## config.mk

```make
export PLATFORM = sky130hd
export DESIGN_NAME = par_serializer
export DESIGN_NICKNAME = d
export VERILOG_FILES = /design/src/rtl/ser_pkg.sv /design/src/rtl/ser_rst_sync.sv /design/src/rtl/ser_retime.sv /design/src/rtl/ser_divider.sv /design/src/rtl/ser_shifter.sv /design/src/rtl/par_serializer.sv
export SDC_FILE = /design/constraint.sdc
export NUM_CORES = 1
export LEC_CHECK = 0
export ABC_AREA = 1
export BUFFER_PORTS_ARGS = -buffer_cell sky130_fd_sc_hd__buf_4
export CORE_ASPECT_RATIO = 1.5
export CORE_MARGIN = 8
export CORE_UTILIZATION = 30
export DETAILED_ROUTE_END_ITERATION = 8
export HOLD_SLACK_MARGIN = 0.06
export PLACE_DENSITY = 0.49
export SLEW_MARGIN = 0
export SYNTH_ARGS = -nofsm -noshare
export SYNTH_HDL_FRONTEND = slang
export SYNTH_HIERARCHICAL = 1
export SYNTH_SLANG_ARGS = --single-unit
```

## constraint.sdc

```tcl
create_clock -name clk -period 2.4 [get_ports clk]
set_clock_uncertainty 0.05 [all_clocks]
set_input_delay 0.72 -clock clk [delete_from_list [all_inputs] [get_ports clk]]
set_output_delay 0.72 -clock clk [all_outputs]
set_load 0.02 [all_outputs]
```

## src/rtl/ser_pkg.sv

```systemverilog
package ser_pkg;
  typedef enum logic {
    WIDTH_FULL = 1'b0,
    WIDTH_HALF = 1'b1
  } width_e;
endpackage

```

## src/rtl/ser_rst_sync.sv

```systemverilog
module ser_rst_sync (
  input  logic clk,
  input  logic rst_n,
  output logic rst_core_n
);
  logic stage_q;
  logic core_q;

  always_ff @(posedge clk or negedge rst_n) begin
    if (!rst_n) begin
      stage_q <= 1'b0;
      core_q  <= 1'b0;
    end else begin
      stage_q <= 1'b1;
      core_q  <= stage_q;
    end
  end

  assign rst_core_n = core_q;
endmodule

```

## src/rtl/ser_retime.sv

```systemverilog
module ser_retime #(
  parameter int W = 8
) (
  input  logic         clk,
  input  logic         rst_n,
  input  logic         stb,
  input  logic [W-1:0] din,
  output logic [W-1:0] word_q
);
  logic [W-1:0] word_d;

  always_comb begin
    word_d = word_q;
    if (stb) word_d = din;
  end

  always_ff @(posedge clk or negedge rst_n) begin
    if (!rst_n) word_q <= '0;
    else        word_q <= word_d;
  end
endmodule

```

## src/rtl/ser_divider.sv

```systemverilog
module ser_divider #(
  parameter int W = 8
) (
  input  logic clk,
  input  logic rst_n,
  input  logic half,
  output logic load
);
  localparam int CNT_W = (W > 2) ? $clog2(W) : 1;
  localparam logic [CNT_W-1:0] LAST_FULL = CNT_W'(W - 1);
  localparam logic [CNT_W-1:0] LAST_HALF = CNT_W'(W / 2 - 1);

  logic [CNT_W-1:0] cnt_q;
  logic [CNT_W-1:0] cnt_d;
  logic [CNT_W-1:0] last;

  always_comb begin
    last  = half ? LAST_HALF : LAST_FULL;
    load  = (cnt_q >= last);
    cnt_d = load ? '0 : cnt_q + 1'b1;
  end

  always_ff @(posedge clk or negedge rst_n) begin
    if (!rst_n) cnt_q <= '0;
    else        cnt_q <= cnt_d;
  end
endmodule

```

## src/rtl/ser_shifter.sv

```systemverilog
module ser_shifter #(
  parameter int W = 8
) (
  input  logic         clk,
  input  logic         rst_n,
  input  logic         load,
  input  logic         half,
  input  logic [W-1:0] word,
  output logic         sout
);
  localparam int H = W / 2;

  logic [W-1:0] sh_q;
  logic [W-1:0] sh_d;
  logic [W-1:0] load_val;

  always_comb begin
    if (half) load_val = {word[W-1:W-H], {(W - H){1'b0}}};
    else      load_val = word;
    if (load) sh_d = load_val;
    else      sh_d = {sh_q[W-2:0], 1'b0};
  end

  always_ff @(posedge clk or negedge rst_n) begin
    if (!rst_n) sh_q <= '0;
    else        sh_q <= sh_d;
  end

  assign sout = sh_q[W-1];
endmodule

```

## src/rtl/par_serializer.sv

```systemverilog
module par_serializer #(
  parameter int WORD_W = 8
) (
  input  logic              clk,
  input  logic              rst_n,
  input  logic              rate_low,
  input  logic              half_sel,
  input  logic              word_stb,
  input  logic [WORD_W-1:0] data_in,
  output logic              ser_out,
  output logic              load_pulse
);
  import ser_pkg::*;

  logic              rst_core_n;
  width_e            width_q;
  logic              half_eff;
  logic [WORD_W-1:0] ret_word;

  ser_rst_sync u_rst (
    .clk        (clk),
    .rst_n      (rst_n),
    .rst_core_n (rst_core_n)
  );

  // width choice is only taken while the core is held in reset
  always_ff @(posedge clk) begin
    if (!rst_core_n) width_q <= width_e'(half_sel);
  end

  assign half_eff = rate_low && (width_q == WIDTH_HALF);

  ser_retime #(.W(WORD_W)) u_retime (
    .clk    (clk),
    .rst_n  (rst_core_n),
    .stb    (word_stb),
    .din    (data_in),
    .word_q (ret_word)
  );

  ser_divider #(.W(WORD_W)) u_div (
    .clk   (clk),
    .rst_n (rst_core_n),
    .half  (half_eff),
    .load  (load_pulse)
  );

  ser_shifter #(.W(WORD_W)) u_shift (
    .clk   (clk),
    .rst_n (rst_core_n),
    .load  (load_pulse),
    .half  (half_eff),
    .word  (ret_word),
    .sout  (ser_out)
  );
endmodule

```

After elaboration in Yosys (flattened, before gate mapping)
Cells that the tools add are included.
Word-level totals
  input port bits: 13
  word-level logic and storage cells: 13
  output and inout bits: 2
  register bits: 22
Cells by class
  reduce and logical (&&, ||, !) cells: 1
  multiplexer cells: 4
  add/subtract/negate cells: 1
  order comparisons: 1
Operators with widths (number)
  8-bit two-way mux: 1
  3-bit two-way mux: 2
  4-bit two-way mux: 1
  3-bit by 1-bit adder with 3-bit output (second input constant): 1
  3-bit >= comparator: 1
  1-bit logical AND: 1

Longest topological paths before layout
Gate-level depths: netlist of the first run.
  depth in word-level cells: 4
  depth in mapped cells: 9
  mapped depth without buffers: 8

Hierarchy
The synthesis of the first run kept the hierarchy.
Modules (own cells, without submodules)
  ser_shifter: seq. area each 200.2 um^2, cells each 34, area an instance 309.0 um^2, instances 1
  ser_retime: seq. area each 200.2 um^2, cells each 34, area an instance 305.3 um^2, instances 1
  ser_divider: seq. area each 75.1 um^2, cells each 17, area an instance 150.1 um^2, instances 1
  ser_rst_sync: seq. area each 50.0 um^2, cells each 3, area an instance 53.8 um^2, instances 1
  par_serializer: seq. area each 30.0 um^2, cells each 4, area an instance 41.3 um^2, instances 1

Worst setup path before layout of the first run
OpenSTA, ideal clock, no wires.
  path kind: input to output
  from: input port rate_low
  to: output port load_pulse
  data required time: 1630 ps
  path buffers: 0
  path slack: 354 ps
  arrival: 1276 ps
  cell stages on the path: 5
  cell sequence: nand2_1 > inv_1 > ha_1 > nand2_1 > nand2_2
On the way
  word-level cells in the longest chain between the ends: 3
Ends and longest elaborated chain
  start, declared: RTL line par_serializer.sv:6  | input logic rate_low,
  1-bit logical AND: RTL line par_serializer.sv:31  | assign half_eff = rate_low && (width_q == WIDTH_HALF);
  net half_eff: RTL line par_serializer.sv:17  | logic half_eff;
  3-bit two-way mux: RTL line ser_divider.sv:18  | last = half ? LAST_HALF : LAST_FULL;
  3-bit >= comparator: RTL line ser_divider.sv:19  | load = (cnt_q >= last);
  end, declared: RTL line par_serializer.sv:11  | output logic load_pulse
The timed path passes the listed nets, and every way through them passes these cells.

Final worst setup path of the first run
Ends and elaborated chain as after synthesis.

==> results of run 1 <==
==> cell type report <==
type | count | share of cell area [%]
clock buffers | 4 | 4.29
inverters | 9 | 3.21
multi-input cells | 59 | 23.6
flip-flops and latches | 22 | 52.9
well taps | 39 | 4.64
repair buffers | 16 | 11.4
==> state kept, by name, indices dropped and copies added (netlist names) <==
signal / cells
u_div/cnt_q: 3
u_rst/rst_core_n: 1
width_q: 1
u_shift/sh_q: 8
u_rst/stage_q: 1
u_retime/word_q: 8
==> worst max-delay path: cells and delay by family <==
| family | cells | cell delay (ns) |
|---|---|---|
| buffers and inverters | 3 | 0.31 |
| adder cells (fa/ha/maj) | 1 | 0.28 |
| AND/OR/NAND/NOR | 3 | 0.18 |
==> report_power, final <==
| part | switching [mW] | total, mW | internal (mW) |
|---|---|---|---|
| clock network | 0.106 | 0.224 | 0.118 |
| logic | 0.148 | 0.254 | 0.105 |
| registers | 0.0317 | 0.493 | 0.461 |
==> placed cells by master, fill, tap and decap left out <==
cell type,instances
clkbuf_1,1
buf_4,16
nor2_2,1
nor2_1,3
dfrtp_1,21
inv_2,2
ha_1,2
edfxtp_1,1
conb_1,1
nand3_1,3
nand2_2,1
nand2_1,48
clkbuf_8,3
inv_1,7
==> per-layer routing <==
layer  part of all wire [%]  track usage [%]  vias to the layer above
met5                      0                0                        -
li1                       -                -                      307
met4                    4.9             7.19                        0
met1                     44             7.19                      249
met3                    3.5             1.10                        5
met2                     48             10.8                       13
==> kinds of logic (layout without fill, tap and decap cells) <==
kind of cell | count (synthesis) | in the layout | share of synthesized area [%]
fa+ha+maj | 2 | 2 | 2.91
other cells | 1 | 1 | 0.436
buf+inv | 11 | 29 | 6.55
simple gates | 56 | 56 | 25.5
flops | 22 | 22 | 64.6
==> through the flow <==
step	instances	total power, mW
global placement	145	0.754
global route	149	1.05
CTS	149	0.993
detailed placement	145	0.762
floorplan	92	0.686
finish	149	0.971
==> worst paths after layout <==
path / slack [ns] / startpoint / endpoint / depth (start not counted)
max: 0.15 / rate_low / load_pulse / 7
min: 0.15 / u_rst/rst_core_n / u_div/cnt_q[1] / 1
max reg2reg: 0.98 / width_q / u_shift/sh_q[1] / 9
min reg2reg: 0.15 / u_rst/rst_core_n / u_div/cnt_q[1] / 1
max in group asynchronous: 1.95 / u_rst/rst_core_n / u_retime/word_q[4] / 1
min in group clk: 0.30 / u_rst/stage_q / u_rst/rst_core_n / 0
==> results.sh, run 1 <==
export IMPL_gr_usage_all_layers_pct=6.82
export IMPL_io_buffer_count=14
export IMPL_fin_hold_ws_ns=0.148
export IMPL_synthDistinctLibCells=12
export IMPL_seq_area_frac_synth_pct=64.6
export IMPL_nFillCells=325
export IMPL_netlist_top_cell_by_area="dfrtp_1"
export IMPL_cts_buffers=3
export IMPL_worst_setup_path_type="input pin to output port"
export IMPL_multi_input_area_sq_um=248
export IMPL_finalCriticalPeriod_ns=2.25
export IMPL_outcome="complete, no violations"
export IMPL_die_x_microns=59.7
export IMPL_grt_max_degree=21
export IMPL_dp_slack_ns=0.143
export IMPL_antenna_found_initial=0
export IMPL_dpl_cell_area_sq_mm=0.00101
export IMPL_ios=15
export IMPL_setup_tns_ns=0
export IMPL_drt_vias_per_instance=3.85
export IMPL_holdBufCountCts=0
export IMPL_final_setup_viol_count=0
export IMPL_setup_ws_ns=0.149
export IMPL_initial_utilization_pct=30.5
export IMPL_post_route_period_util_pct=93.8
export IMPL_critPathRequiredTime_ns=1.63
export IMPL_synth_top_area_share_pct=61.1
export IMPL_hold_path_class="register to async pin"
export IMPL_clk_path_buf_depth=2
export IMPL_ant_nets=0
export IMPL_avgSynthCellArea_sq_um=9.34
export IMPL_rows=24
export IMPL_firstDrtPassIters=4
export IMPL_seqCellArea_sq_um=556
export IMPL_insertion_delay_ns=0.26
export IMPL_worstPathArrival_ns=1.48
export IMPL_cts_tree="built"
export IMPL_slew_violations=0
export IMPL_timing_final_hold_violations=0
export IMPL_cp_end_kind="output port"
export IMPL_start_kind="input pin"
export IMPL_final_layout_size_suffix_gt1_share_pct=20.9
export IMPL_async_flop_share_pct=95.5
export IMPL_utilization_pct=37.2
export IMPL_crit_path_top_delay_cell="ha_1"
export IMPL_grt_pass1_vias=589
export IMPL_nets=126
export IMPL_hpwl_mm=1.05
export IMPL_max_clock_freq_ghz=0.444
export IMPL_synth_most_common_cell="nand2_1"
export IMPL_irDropWorstVdd_mv=0.399
export IMPL_num_vias=574
export IMPL_htreeDepth=1
export IMPL_ys_ff_latch=22
export IMPL_clock_sinks=22
export IMPL_post_cts_resized=0
export IMPL_postCtsSetupBuffers=0
export IMPL_grt_overflow=0
export IMPL_clk_pin_slew_ns=0.07
export IMPL_drtIter0Drc=17
export IMPL_grt_pass1_wl_mm=2.47
export IMPL_critical_path_cell_chain="buf_4 > nand2_1 > inv_1 > ha_1 > nand2_1 > nand2_2 > buf_4"
export IMPL_synth_main_ff_cell="dfrtp_1"
export IMPL_post_drt_wl_per_cell_microns=9.21
export IMPL_syn_nets=107
export IMPL_chipHeight_microns=81.6
export IMPL_synth_area_sq_um=860
export IMPL_max_stage_delay_ns=0.28
export IMPL_gp_congestion=0.657
export IMPL_fp_coreArea_sq_mm=0.00282
export IMPL_cap_violations=0
export IMPL_drc=0
export IMPL_wl_mm=1.37
export IMPL_ys_warn_count=6
export IMPL_synth_area_leaders="dfrtp_1 61%, nand2_1 21%, edfxtp_1 3.5%"
export IMPL_netlist_instances=92
export IMPL_synthTopCellsByCount="48 x nand2_1, 21 x dfrtp_1, 7 x inv_1"
export IMPL_design_area_sq_mm=0.00105
export IMPL_crit_fanout=2
export IMPL_die_area_sq_mm=0.00487
export IMPL_area_growth_pct=22.3
export IMPL_num_antenna_cells=0
export IMPL_clockRootBuffer="clkbuf_8"
export IMPL_leakage_nw=0.584
export IMPL_rsz0062_at_grt="no"
export IMPL_power_density_mw_per_mm2=924
export IMPL_synth_edf_count=1
Power figures use the tool's default switching activity.
==> run 2, diff against run 1 <==
--- a/config.mk
+++ b/config.mk
@@ -5,7 +5,6 @@
 export SDC_FILE = /design/constraint.sdc
 export NUM_CORES = 1
 export LEC_CHECK = 0
-export ABC_AREA = 1
 export BUFFER_PORTS_ARGS = -buffer_cell sky130_fd_sc_hd__buf_4
 export CORE_ASPECT_RATIO = 1.5
 export CORE_MARGIN = 8
==> results.sh, run 2 <==
export IMPL_avgSynthCellArea_sq_um=16.2
export IMPL_async_flop_share_pct=95.5
export IMPL_cts_buffers=3
export IMPL_mostFrequentLayoutCells="21 x dfrtp_1, 17 x buf_4, 12 x mux2_4"
export IMPL_gr_usage_all_layers_pct=6.83
export IMPL_gp_congestion=0.674
export IMPL_postCtsSetupBuffers=0
export IMPL_fp_coreArea_sq_mm=0.00288
export IMPL_cts_tree="built"
export IMPL_grt_pass1_wl_mm=2.57
export IMPL_syn_nets=70
export IMPL_synthTopCellsByCount="21 x dfrtp_1, 12 x mux2_4, 3 x inv_1"
export IMPL_ant_nets=0
export IMPL_start_kind="input pin"
export IMPL_chipHeight_microns=82.8
export IMPL_r2r_slack_ns=0.80
export IMPL_ios=15
export IMPL_netlist_top_cell_by_area="dfrtp_1"
export IMPL_cp_end_kind="output port"
export IMPL_dpl_cell_area_sq_mm=0.00105
export IMPL_hold_path_class="register to async pin"
export IMPL_p_clk_share_pct=22.2
export IMPL_clk_path_buf_depth=2
export IMPL_die_area_sq_mm=0.00502
export IMPL_power_mw=1.03
export IMPL_p_int_mw=0.760
export IMPL_synth_top_area_share_pct=58.8
export IMPL_final_setup_viol_count=0
export IMPL_post_route_period_util_pct=96.2
export IMPL_max_stage_delay_ns=0.22
export IMPL_seq_area_frac_synth_pct=62.2
export IMPL_htreeDepth=1
export IMPL_reg2reg_depth=5
export IMPL_clk_pin_slew_ns=0.08
export IMPL_initial_utilization_pct=31.0
export IMPL_grt_overflow=0
export IMPL_netlist_instances=55
export IMPL_timing_final_hold_violations=0
export IMPL_drtIter0Drc=9
export IMPL_crit_end="load_pulse"
export IMPL_clock_sinks=22
export IMPL_num_antenna_cells=0
export IMPL_crit_path_top_delay_cell="ha_4"
export IMPL_drt_vias_per_instance=3.98
export IMPL_sw_frac_of_total_pct=26.1
export IMPL_path_buf_inv=2
export IMPL_ys_warn_count=6
export IMPL_firstDrtPassIters=6
export IMPL_hpwl_mm=1.04
export IMPL_crit_cells=5
export IMPL_ys_ff_latch=22
export IMPL_crit_start="rate_low"
export IMPL_power_frac_comb_pct=29.1
export IMPL_design_area_sq_mm=0.00110
export IMPL_critPathRequiredTime_ns=1.63
export IMPL_leakage_nw=0.539
export IMPL_synth_edf_count=1
export IMPL_critical_path_cell_chain="buf_4 > and2_1 > ha_4 > a21o_1 > buf_4"
export IMPL_drc=0
export IMPL_cap_violations=0
export IMPL_insertion_delay_ns=0.26
export IMPL_nets=90
export IMPL_antenna_found_initial=0
export IMPL_power_density_mw_per_mm2=931
export IMPL_setup_tns_ns=0
export IMPL_wl_mm=1.42
export IMPL_rsz0062_at_grt="no"
export IMPL_rows=24
export IMPL_grt_max_degree=21
export IMPL_p_sw_mw=0.268
export IMPL_path_delay_family="buffers and inverters"
export IMPL_synth_main_ff_cell="dfrtp_1"
export IMPL_worst_setup_path_type="input pin to output port"
export IMPL_num_vias=450
export IMPL_die_x_microns=60.6
export IMPL_r2r_start="width_q"
export IMPL_utilization_pct=38.3
export IMPL_path_common_cell="buf_4"
export IMPL_pwr_share_seq_pct=48.7
export IMPL_layout_commonest_cell="dfrtp_1"
export IMPL_synth_most_common_cell="dfrtp_1"
export IMPL_clockRootBuffer="clkbuf_8"
export IMPL_slew_violations=0
export IMPL_io_buffer_count=14
export IMPL_finalCriticalPeriod_ns=2.31
export IMPL_final_layout_size_suffix_gt1_share_pct=47.3
export IMPL_irDropWorstVdd_mv=0.333
export IMPL_post_drt_wl_per_cell_microns=12.6
export IMPL_grt_pass1_vias=567
export IMPL_worstPathArrival_ns=1.54
export IMPL_layoutNonFillerInstCount=113
export IMPL_area_growth_pct=23.7
export IMPL_r2r_end="u_shift/sh_q[4]"
export IMPL_place_inst=109
export IMPL_synth_area_sq_um=893
export IMPL_top_regs="u_retime/word_q (8), u_shift/sh_q (8), u_div/cnt_q (3)"
export IMPL_synth_area_leaders="dfrtp_1 59%, mux2_4 20%, edfxtp_1 3.4%"
export IMPL_crit_fanout=2
export IMPL_outcome="complete, no violations"
export IMPL_synthDistinctLibCells=17
export IMPL_max_clock_freq_ghz=0.433
## run 2: cell count changes in the layout (fill, tap and decap cells not counted), sizes merged, moves of 2 or more
cell	delta
a22o	+2
nor2	-2
inv	-6
nand2	-48
and2	+2
mux2	+12
nand3	-3
## run 2: power by group through the flow
stage                     Combinational (mW)  Clock [mW]  Sequential [mW]
after global placement                 0.289           0            0.505
after floorplan                        0.217           0            0.510
after CTS                              0.300       0.242            0.498
final                                  0.300       0.228            0.500
after detailed placement               0.297           0            0.506
after global routing                   0.336       0.259            0.513
## run 2: layout make-up
type,count,area [sq um]
flip-flops and latches,22,556
well taps,39,48.8
inverters,3,11.3
clock buffers,4,45.0
fillers,308,1780
multi-input cells,28,317
repair buffers,17,128
## run 2: metrics by stage
step	setup WS [ns]	hold WS, ns
after floorplan	0.149	0.199
after global placement	0.0121	0.154
after detailed placement	-0.0130	0.159
after CTS	0.00904	0.164
after global routing	0.0650	0.167
final	0.0905	0.143
## run 2: how the worst min path moves through the flow
stage,start,to,slack [ns]
2_1_floorplan,u_rst/rst_core_n,u_div/cnt_q[0],0.20
3_3_place_gp,u_rst/rst_core_n,u_retime/word_q[5],0.15
3_5_place_dp,u_rst/rst_core_n,u_shift/sh_q[5],0.16
4_1_cts,u_rst/rst_core_n,u_shift/sh_q[0],0.16
5_1_grt,rst_n,u_rst/stage_q,0.17
6_report,u_rst/rst_core_n,u_shift/sh_q[0],0.14
## run 2: repair_timing
action                                  CTS  global route
hold buffers                              0             0
endpoints found under the setup margin    1             1
gates resized for setup                   0             1
cloned                                    0             0
pin swaps                                 1             1
## run 2: cell families (layout without fill, tap and decap cells)
group                    after synthesis  in the layout  synth area share, %
AO/OA/AOI/OAI                          5              5                 4.76
AND/OR/NAND/NOR                        8              8                 5.88
flip-flops                            22             22                 62.2
multiplexers                          12             12                 20.2
buffers and inverters                  5             24                 3.78
adder cells (fa/ha/maj)                2              2                 2.80
other                                  1              1                0.420
## run 2: routing by layer
layer | part of all wire, % | vias up | GRT usage (%) | routed length (microns)
li1 | - | 221 | - | -
met1 | 43 | 219 | 7.47 | 610
met5 | 0 | - | 0 | 0
met2 | 51 | 8 | 10.7 | 724
met4 | 1.1 | 0 | 4.48 | 16
met3 | 4.9 | 2 | 2.16 | 70
